<file path="src/rtl/i2cs_pkg.sv">
package i2cs_pkg;
  typedef enum logic [2:0] {
    ST_IDLE  = 3'd0,
    ST_CTRL  = 3'd1,
    ST_WADDR = 3'd2,
    ST_WDATA = 3'd3,
    ST_RDATA = 3'd4
  } eng_state_e;
endpackage

</file>
<file path="src/rtl/i2cs_line_sync.sv">
module i2cs_line_sync #(
  parameter int STAGES = 2
) (
  input  logic clk_i,
  input  logic rst_ni,
  input  logic scl_i,
  input  logic sda_i,
  output logic scl_o,
  output logic sda_o,
  output logic rise_o,
  output logic fall_o,
  output logic start_o,
  output logic stop_o
);
  // Synchronizer stages plus one history stage for edge detection.
  logic [STAGES:0] scl_q, sda_q, scl_d, sda_d;
  logic            scl_prev, sda_prev;

  always_comb begin
    scl_d = {scl_q[STAGES-1:0], scl_i};
    sda_d = {sda_q[STAGES-1:0], sda_i};
  end

  always_ff @(posedge clk_i or negedge rst_ni) begin
    if (!rst_ni) begin
      scl_q <= '1;
      sda_q <= '1;
    end else begin
      scl_q <= scl_d;
      sda_q <= sda_d;
    end
  end

  always_comb begin
    scl_o    = scl_q[STAGES-1];
    sda_o    = sda_q[STAGES-1];
    scl_prev = scl_q[STAGES];
    sda_prev = sda_q[STAGES];
    rise_o   = scl_o & ~scl_prev;
    fall_o   = ~scl_o & scl_prev;
    start_o  = scl_o & scl_prev & sda_prev & ~sda_o;
    stop_o   = scl_o & scl_prev & ~sda_prev & sda_o;
  end
endmodule

</file>
<file path="src/rtl/i2cs_bit_frame.sv">
module i2cs_bit_frame (
  input  logic       clk_i,
  input  logic       rst_ni,
  input  logic       rise_i,
  input  logic       fall_i,
  input  logic       restart_i,
  input  logic       sda_i,
  output logic [3:0] cnt_o,
  output logic [7:0] byte_o,
  output logic       byte_done_o,
  output logic       ack_rise_o,
  output logic       frame_end_o
);
  localparam logic [3:0] LAST_DATA = 4'd7;
  localparam logic [3:0] ACK_POS   = 4'd8;
  localparam logic [3:0] END_POS   = 4'd9;

  logic [3:0] cnt_q, cnt_d;
  logic [7:0] sh_q, sh_d;
  logic       sh_en;

  always_comb begin
    cnt_d = cnt_q;
    sh_en = 1'b0;
    if (restart_i) begin
      cnt_d = '0;
    end else if (rise_i && cnt_q < ACK_POS) begin
      sh_en = 1'b1;
      cnt_d = cnt_q + 4'd1;
    end else if (rise_i && cnt_q == ACK_POS) begin
      cnt_d = END_POS;
    end else if (fall_i && cnt_q == END_POS) begin
      cnt_d = '0;
    end
    sh_d = {sh_q[6:0], sda_i};
  end

  always_ff @(posedge clk_i or negedge rst_ni) begin
    if (!rst_ni) begin
      cnt_q <= '0;
      sh_q  <= '0;
    end else begin
      cnt_q <= cnt_d;
      if (sh_en) sh_q <= sh_d;
    end
  end

  always_comb begin
    cnt_o       = cnt_q;
    byte_o      = {sh_q[6:0], sda_i};
    byte_done_o = rise_i & ~restart_i & (cnt_q == LAST_DATA);
    ack_rise_o  = rise_i & ~restart_i & (cnt_q == ACK_POS);
    frame_end_o = fall_i & ~restart_i & (cnt_q == END_POS);
  end
endmodule

</file>
<file path="src/rtl/i2cs_sda_drive.sv">
module i2cs_sda_drive #(
  parameter int DLY = 4
) (
  input  logic clk_i,
  input  logic rst_ni,
  input  logic launch_i,
  input  logic low_i,
  input  logic clear_i,
  output logic sda_oe_o
);
  localparam int CW = (DLY < 2) ? 1 : $clog2(DLY);
  localparam logic [CW-1:0] LOAD = CW'(DLY - 1);

  logic          oe_q, oe_d, pend_q, pend_d, val_q, val_d;
  logic [CW-1:0] cnt_q, cnt_d;

  always_comb begin
    oe_d   = oe_q;
    pend_d = pend_q;
    val_d  = val_q;
    cnt_d  = cnt_q;
    if (clear_i) begin
      oe_d   = 1'b0;
      pend_d = 1'b0;
    end else if (launch_i) begin
      pend_d = 1'b1;
      val_d  = low_i;
      cnt_d  = LOAD;
    end else if (pend_q) begin
      if (cnt_q == '0) begin
        oe_d   = val_q;
        pend_d = 1'b0;
      end else begin
        cnt_d = cnt_q - CW'(1);
      end
    end
  end

  always_ff @(posedge clk_i or negedge rst_ni) begin
    if (!rst_ni) begin
      oe_q   <= 1'b0;
      pend_q <= 1'b0;
      val_q  <= 1'b0;
      cnt_q  <= '0;
    end else begin
      oe_q   <= oe_d;
      pend_q <= pend_d;
      val_q  <= val_d;
      cnt_q  <= cnt_d;
    end
  end

  assign sda_oe_o = oe_q;
endmodule

</file>
<file path="src/rtl/i2cs_slave.sv">
module i2cs_slave #(
  parameter int          PAGE_W      = 4,
  parameter int          DRIVE_DLY   = 4,
  parameter int          SYNC_STAGES = 2,
  parameter logic [2:0]  SEL_INV     = 3'b010
) (
  input  logic        clk_i,
  input  logic        rst_ni,
  input  logic        scl_i,
  input  logic        sda_i,
  output logic        sda_oe_o,
  input  logic [2:0]  chip_sel_i,
  input  logic        busy_i,
  output logic [10:0] rd_addr_o,
  input  logic [7:0]  rd_data_i,
  output logic        wr_en_o,
  output logic [10:0] wr_addr_o,
  output logic [7:0]  wr_data_o,
  output logic        commit_o
);
  import i2cs_pkg::*;

  localparam int ADDR_W = 11;
  localparam int WORD_W = 8;
  localparam int BLK_W  = ADDR_W - WORD_W;

  logic       scl_s, sda_s, rise_evt, fall_evt, start_evt, stop_evt;
  logic [3:0] bit_cnt;
  logic [7:0] rx_byte;
  logic       byte_done, ack_rise, frame_end, restart;
  logic       launch, drv_low, drv_clear;

  i2cs_line_sync #(.STAGES(SYNC_STAGES)) u_sync (
    .clk_i(clk_i), .rst_ni(rst_ni), .scl_i(scl_i), .sda_i(sda_i),
    .scl_o(scl_s), .sda_o(sda_s), .rise_o(rise_evt), .fall_o(fall_evt),
    .start_o(start_evt), .stop_o(stop_evt)
  );

  assign restart = start_evt | stop_evt;

  i2cs_bit_frame u_frame (
    .clk_i(clk_i), .rst_ni(rst_ni), .rise_i(rise_evt), .fall_i(fall_evt),
    .restart_i(restart), .sda_i(sda_s), .cnt_o(bit_cnt), .byte_o(rx_byte),
    .byte_done_o(byte_done), .ack_rise_o(ack_rise), .frame_end_o(frame_end)
  );

  i2cs_sda_drive #(.DLY(DRIVE_DLY)) u_drive (
    .clk_i(clk_i), .rst_ni(rst_ni), .launch_i(launch), .low_i(drv_low),
    .clear_i(drv_clear), .sda_oe_o(sda_oe_o)
  );

  // Protocol state
  eng_state_e        state_q, state_d;
  logic [ADDR_W-1:0] ptr_q, ptr_d;
  logic              ptr_en;
  logic              ack_q, ack_d;
  logic [7:0]        tx_q, tx_d;
  logic              txa_q, txa_d;
  logic              wrote_q, wrote_d;
  logic              wr_en_d, commit_d;
  logic [ADDR_W-1:0] wr_addr_d;
  logic [7:0]        wr_data_d;
  logic              sel_ok;

  // Marker bit, then select bits with configured inversion.
  assign sel_ok = rx_byte[7] & (rx_byte[6:4] == (chip_sel_i ^ SEL_INV));

  always_comb begin
    state_d   = state_q;
    ptr_d     = ptr_q;
    ptr_en    = 1'b0;
    ack_d     = ack_q;
    tx_d      = tx_q;
    txa_d     = txa_q;
    wrote_d   = wrote_q;
    wr_en_d   = 1'b0;
    wr_addr_d = wr_addr_o;
    wr_data_d = wr_data_o;
    commit_d  = 1'b0;
    launch    = 1'b0;
    drv_low   = 1'b0;
    drv_clear = 1'b0;

    if (start_evt) begin
      state_d   = ST_CTRL;
      wrote_d   = 1'b0;
      ack_d     = 1'b0;
      txa_d     = 1'b0;
      drv_clear = 1'b1;
    end else if (stop_evt) begin
      state_d   = ST_IDLE;
      commit_d  = wrote_q;
      wrote_d   = 1'b0;
      ack_d     = 1'b0;
      txa_d     = 1'b0;
      drv_clear = 1'b1;
    end else begin
      if (byte_done) begin
        unique case (state_q)
          ST_CTRL: begin
            if (sel_ok && !busy_i) begin
              ack_d  = 1'b1;
              ptr_en = 1'b1;
              ptr_d  = {rx_byte[BLK_W:1], ptr_q[WORD_W-1:0]};
              txa_d  = 1'b0;
              state_d = rx_byte[0] ? ST_RDATA : ST_WADDR;
            end else begin
              state_d = ST_IDLE;
            end
          end
          ST_WADDR: begin
            if (!busy_i) begin
              ack_d   = 1'b1;
              ptr_en  = 1'b1;
              ptr_d   = {ptr_q[ADDR_W-1:WORD_W], rx_byte};
              state_d = ST_WDATA;
            end else begin
              state_d = ST_IDLE;
            end
          end
          ST_WDATA: begin
            if (!busy_i) begin
              ack_d     = 1'b1;
              wr_en_d   = 1'b1;
              wr_addr_d = ptr_q;
              wr_data_d = rx_byte;
              wrote_d   = 1'b1;
              ptr_en    = 1'b1;
              ptr_d     = {ptr_q[ADDR_W-1:PAGE_W], ptr_q[PAGE_W-1:0] + PAGE_W'(1)};
            end else begin
              state_d = ST_IDLE;
            end
          end
          default: ;
        endcase
      end

      // Master acknowledge slot of a transmitted byte.
      if (ack_rise && state_q == ST_RDATA && txa_q) begin
        ptr_en = 1'b1;
        ptr_d  = ptr_q + ADDR_W'(1);
        if (sda_s) begin
          state_d = ST_IDLE;
          txa_d   = 1'b0;
        end
      end

      // Output scheduling on SCL falling edges.
      if (frame_end) begin
        launch = 1'b1;
        if (state_q == ST_RDATA) begin
          tx_d    = rd_data_i;
          drv_low = ~rd_data_i[7];
          txa_d   = 1'b1;
        end
      end else if (fall_evt && bit_cnt == 4'd8) begin
        launch  = 1'b1;
        drv_low = ack_q;
        ack_d   = 1'b0;
      end else if (fall_evt && bit_cnt != 4'd0 && state_q == ST_RDATA && txa_q) begin
        launch  = 1'b1;
        drv_low = ~tx_q[6];
        tx_d    = {tx_q[6:0], 1'b0};
      end
    end
  end

  always_ff @(posedge clk_i or negedge rst_ni) begin
    if (!rst_ni) begin
      state_q   <= ST_IDLE;
      ptr_q     <= '0;
      ack_q     <= 1'b0;
      tx_q      <= '0;
      txa_q     <= 1'b0;
      wrote_q   <= 1'b0;
      wr_en_o   <= 1'b0;
      wr_addr_o <= '0;
      wr_data_o <= '0;
      commit_o  <= 1'b0;
    end else begin
      state_q  <= state_d;
      if (ptr_en) ptr_q <= ptr_d;
      ack_q    <= ack_d;
      tx_q     <= tx_d;
      txa_q    <= txa_d;
      wrote_q  <= wrote_d;
      wr_en_o  <= wr_en_d;
      if (wr_en_d) begin
        wr_addr_o <= wr_addr_d;
        wr_data_o <= wr_data_d;
      end
      commit_o <= commit_d;
    end
  end

  assign rd_addr_o = ptr_q;
endmodule

</file>
<file path="config.mk">
export PLATFORM = sky130hd
export DESIGN_NAME = i2cs_slave
export DESIGN_NICKNAME = d
export VERILOG_FILES = /design/src/rtl/i2cs_pkg.sv /design/src/rtl/i2cs_line_sync.sv /design/src/rtl/i2cs_bit_frame.sv /design/src/rtl/i2cs_sda_drive.sv /design/src/rtl/i2cs_slave.sv
export SDC_FILE = /design/constraint.sdc
export NUM_CORES = 1
export LEC_CHECK = 0
export ABC_AREA = 1
export BUFFER_PORTS_ARGS = -buffer_cell sky130_fd_sc_hd__buf_4
export CAP_MARGIN = 0
export CORE_MARGIN = 3
export CORE_UTILIZATION = 60
export CTS_CLUSTER_DIAMETER = 150
export DETAILED_ROUTE_END_ITERATION = 12
export PLACE_DENSITY = 0.85
export SYNTH_ARGS = -nofsm -noshare
export SYNTH_HDL_FRONTEND = slang
export SYNTH_SLANG_ARGS = --single-unit
</file>
<file path="constraint.sdc">
create_clock -name clk_i -period 2.7 [get_ports clk_i]
set_clock_uncertainty 0.2 [all_clocks]
set_input_delay 0.54 -clock clk_i [delete_from_list [all_inputs] [get_ports clk_i]]
set_output_delay 0.54 -clock clk_i [all_outputs]
set_load 0.005 [all_outputs]
</file>
==> metrics <==
number of global-route vias before repair 2,918; Yosys cell types 29; clk sinks 67; first-pass GRT wire length 13,200 µm; Die W 81.2 µm; wire per inst 14.2 µm; TritonCTS Buffers 9; Worst setup SP type flip-flop; via count of the routed design 2,999; clk buf depth 2; max-slew violation count 0; GPL Wtd Cong 0.909; DRC viols 0; HP Class input pin to asynchronous set/reset pin; Slew @ Worst Pin 0.833 ns; crit-path cells inv_1 > ha_1 > nand3_1 > nor2_2 > nand2_1 > o21ai_1 > inv_1 > nand2_1 > nand2_1; Post-DP HPWL 5390 µm; critical path's largest stage delay 0.42 ns; Via density 5.38; CTS root buf clkbuf_8; Fillers 377; core area 5300 µm²; cell repeated most along the worst path nand2_1; TritonCTS clock tree done; Ant. Diodes 0; Highest Clock Rate 0.456 GHz; Die Ht 81.2 µm; final worst slack 0.509 ns; Yosys reg bits 67; Initial Util 64.0%; run status finished, final reports clean; All-Layer GR Usage 26.7%; post-CTS setup buffers 0; Clock power frac 36.1%; Int Pwr 2.06 mW; hold buffers post-CTS 0; Post-Syn Nets 450; Clock transition at path regs 0.08 ns; Tot Pwr 2.97 mW; antenna violations before repair 0; worst vdd ir 0.575 mV; WP data required 2.74 ns; Layout Utilization 76.6%; Post-Place Cells 541; Routed Antenna Nets 0; PD cells 731 nW/µm²; Leak 2.13 nW; largest net degree at the start of global routing 68; DP Area 3800 µm²; Switching Share 30.4%; post-synthesis sequential area ratio 49.6%; Post-CTS Resized 0; Fin. Hold Viols 0; Syn Inst Count 429; Clock Latency Late Sink 0.35 ns; layout cells sized above 1 22.4%; Post-Layout Cell Count 557; Rel. slew slack 44.5%; WHS 0.0822 ns; setup TNS 0 ns; commonest non-fill, non-tap cell in the layout nand2_1; most frequent cells in the layout nand2_1 (159), dfrtp_1 (61), buf_4 (50); post-route cell area 4060 µm²; Flop pwr share 43.4%; Top Ports 49; combinational power share 20.4%; Rows 26; dpl ws 0.591 ns; critical path type flip-flop to flip-flop; Max Cap Viol 0; Syn Std Cell Area 3400 µm²; Area Growth Syn to Fin 19.6%; DR iter-0 viols 278; drt first pass iters 8; # setup viols final 0; die area 6600 µm²; CP max stage cell dfrtp_1; count of nets after finishing 503; aggregate global routing overflow 0; RSZ-0062 raised after global routing no; number of H-tree levels 3; crit path max fanout 12; fin crit period 2.19 ns; Yosys warning total 0; Worst Setup End Kind flip-flop; Worst EP arrival 2.23 ns; # port buffers 48; final WL 7890 µm; Sw Pwr 0.903 mW; Final period util 81.2%; Synth Area per Inst 7.92 µm²
==> critical path: cells and delay by family (launching register included) <==
| family | cells | cell delay, ns |
|---|---|---|
| compound gates | 1 | 0.30 |
| flops | 1 | 0.42 |
| simple gates | 5 | 0.70 |
| fa+ha+maj | 1 | 0.19 |
| buf+inv | 2 | 0.28 |
==> power by group through the flow <==
stage / clock, mW / combinational, mW / sequential, mW
floorplan: 0 / 0.429 / 1.27
global placement: 0 / 0.562 / 1.29
detailed placement: 0 / 0.590 / 1.30
CTS: 1.08 / 0.605 / 1.29
global route: 1.12 / 0.694 / 1.31
finish: 1.07 / 0.606 / 1.29
==> logic make-up (layout without fill, tap and decap cells) <==
group / after synthesis / in the layout / synth area share [%]
simple gates: 243 / 243 / 31.1
compound gates: 50 / 50 / 9.06
flops: 67 / 67 / 49.6
fa+ha+maj: 5 / 5 / 1.84
buf+inv: 61 / 119 / 7.59
xor+xnor: 3 / 3 / 0.774
==> synthesized netlist by cell type (all sizes together) <==
cell type	n	area [µm²]
dfrtp	61	1530
ha	5	62.6
xor2	3	26.3
buf	6	51.3
and2	1	6.26
clkbuf	2	7.51
nor2	28	140
nand4	2	12.5
o21ai	41	243
dfstp	6	158
inv	53	199
nand3	41	225
o32ai	1	8.76
a21oi	4	31.3
a31oi	1	6.26
nor3	2	10.0
nand2	166	641
nand3b	3	22.5
o22ai	3	18.8
==> metal layers <==
metal	up-vias	global-route usage (%)	share of wire (%)
met4	0	13.5	2.8
met1	1417	30.9	41
met3	21	3.99	4.4
li1	1463	-	-
met5	-	0	0
met2	98	47.6	52
==> worst paths after layout <==
check	startpoint	slack, ns	cells past startpoint	endpoint
worst min register to register	u_sync.sda_q[0]$_DFF_PN1_	0.16	0	u_sync.sda_q[1]$_DFF_PN1_
min in group clk_i	sda_i	0.10	1	u_sync.sda_q[0]$_DFF_PN1_
worst max-delay path	u_frame.cnt_o[0]$_DFFE_PN0P_	0.51	9	rd_addr_o[2]$_DFFE_PN0P_
worst max register to register	u_frame.cnt_o[0]$_DFFE_PN0P_	0.51	9	rd_addr_o[2]$_DFFE_PN0P_
worst min-delay path	rst_ni	0.08	1	wr_data_o[7]$_DFFE_PN0P_
max in group asynchronous	rst_ni	1.66	1	tx_q[6]$_DFFE_PN0P_
==> registers in the layout, summed over array words and instances, names as in the netlist, 2 cells and up <==
signal         cells
u_frame.cnt_o      4
tx_q               7
u_sync.scl_q       3
state_q            3
u_sync.sda_q       3
rd_addr_o         11
wr_data_o          8
u_drive.cnt_q      2
u_frame.sh_q       7
wr_addr_o         11
==> layout make-up <==
cell class / instances / area [µm²] / share of cell area [%]
timing repair buffer: 50 / 375 / 9.25
clock buffer: 12 / 165 / 4.07
multi-input combinational: 301 / 1450 / 35.8
inverter: 53 / 199 / 4.90
tap: 70 / 87.6 / 2.16
clock inverter: 4 / 95.1 / 2.34
sequential: 67 / 1680 / 41.5
No activity file was read; power rests on OpenSTA's default activity.
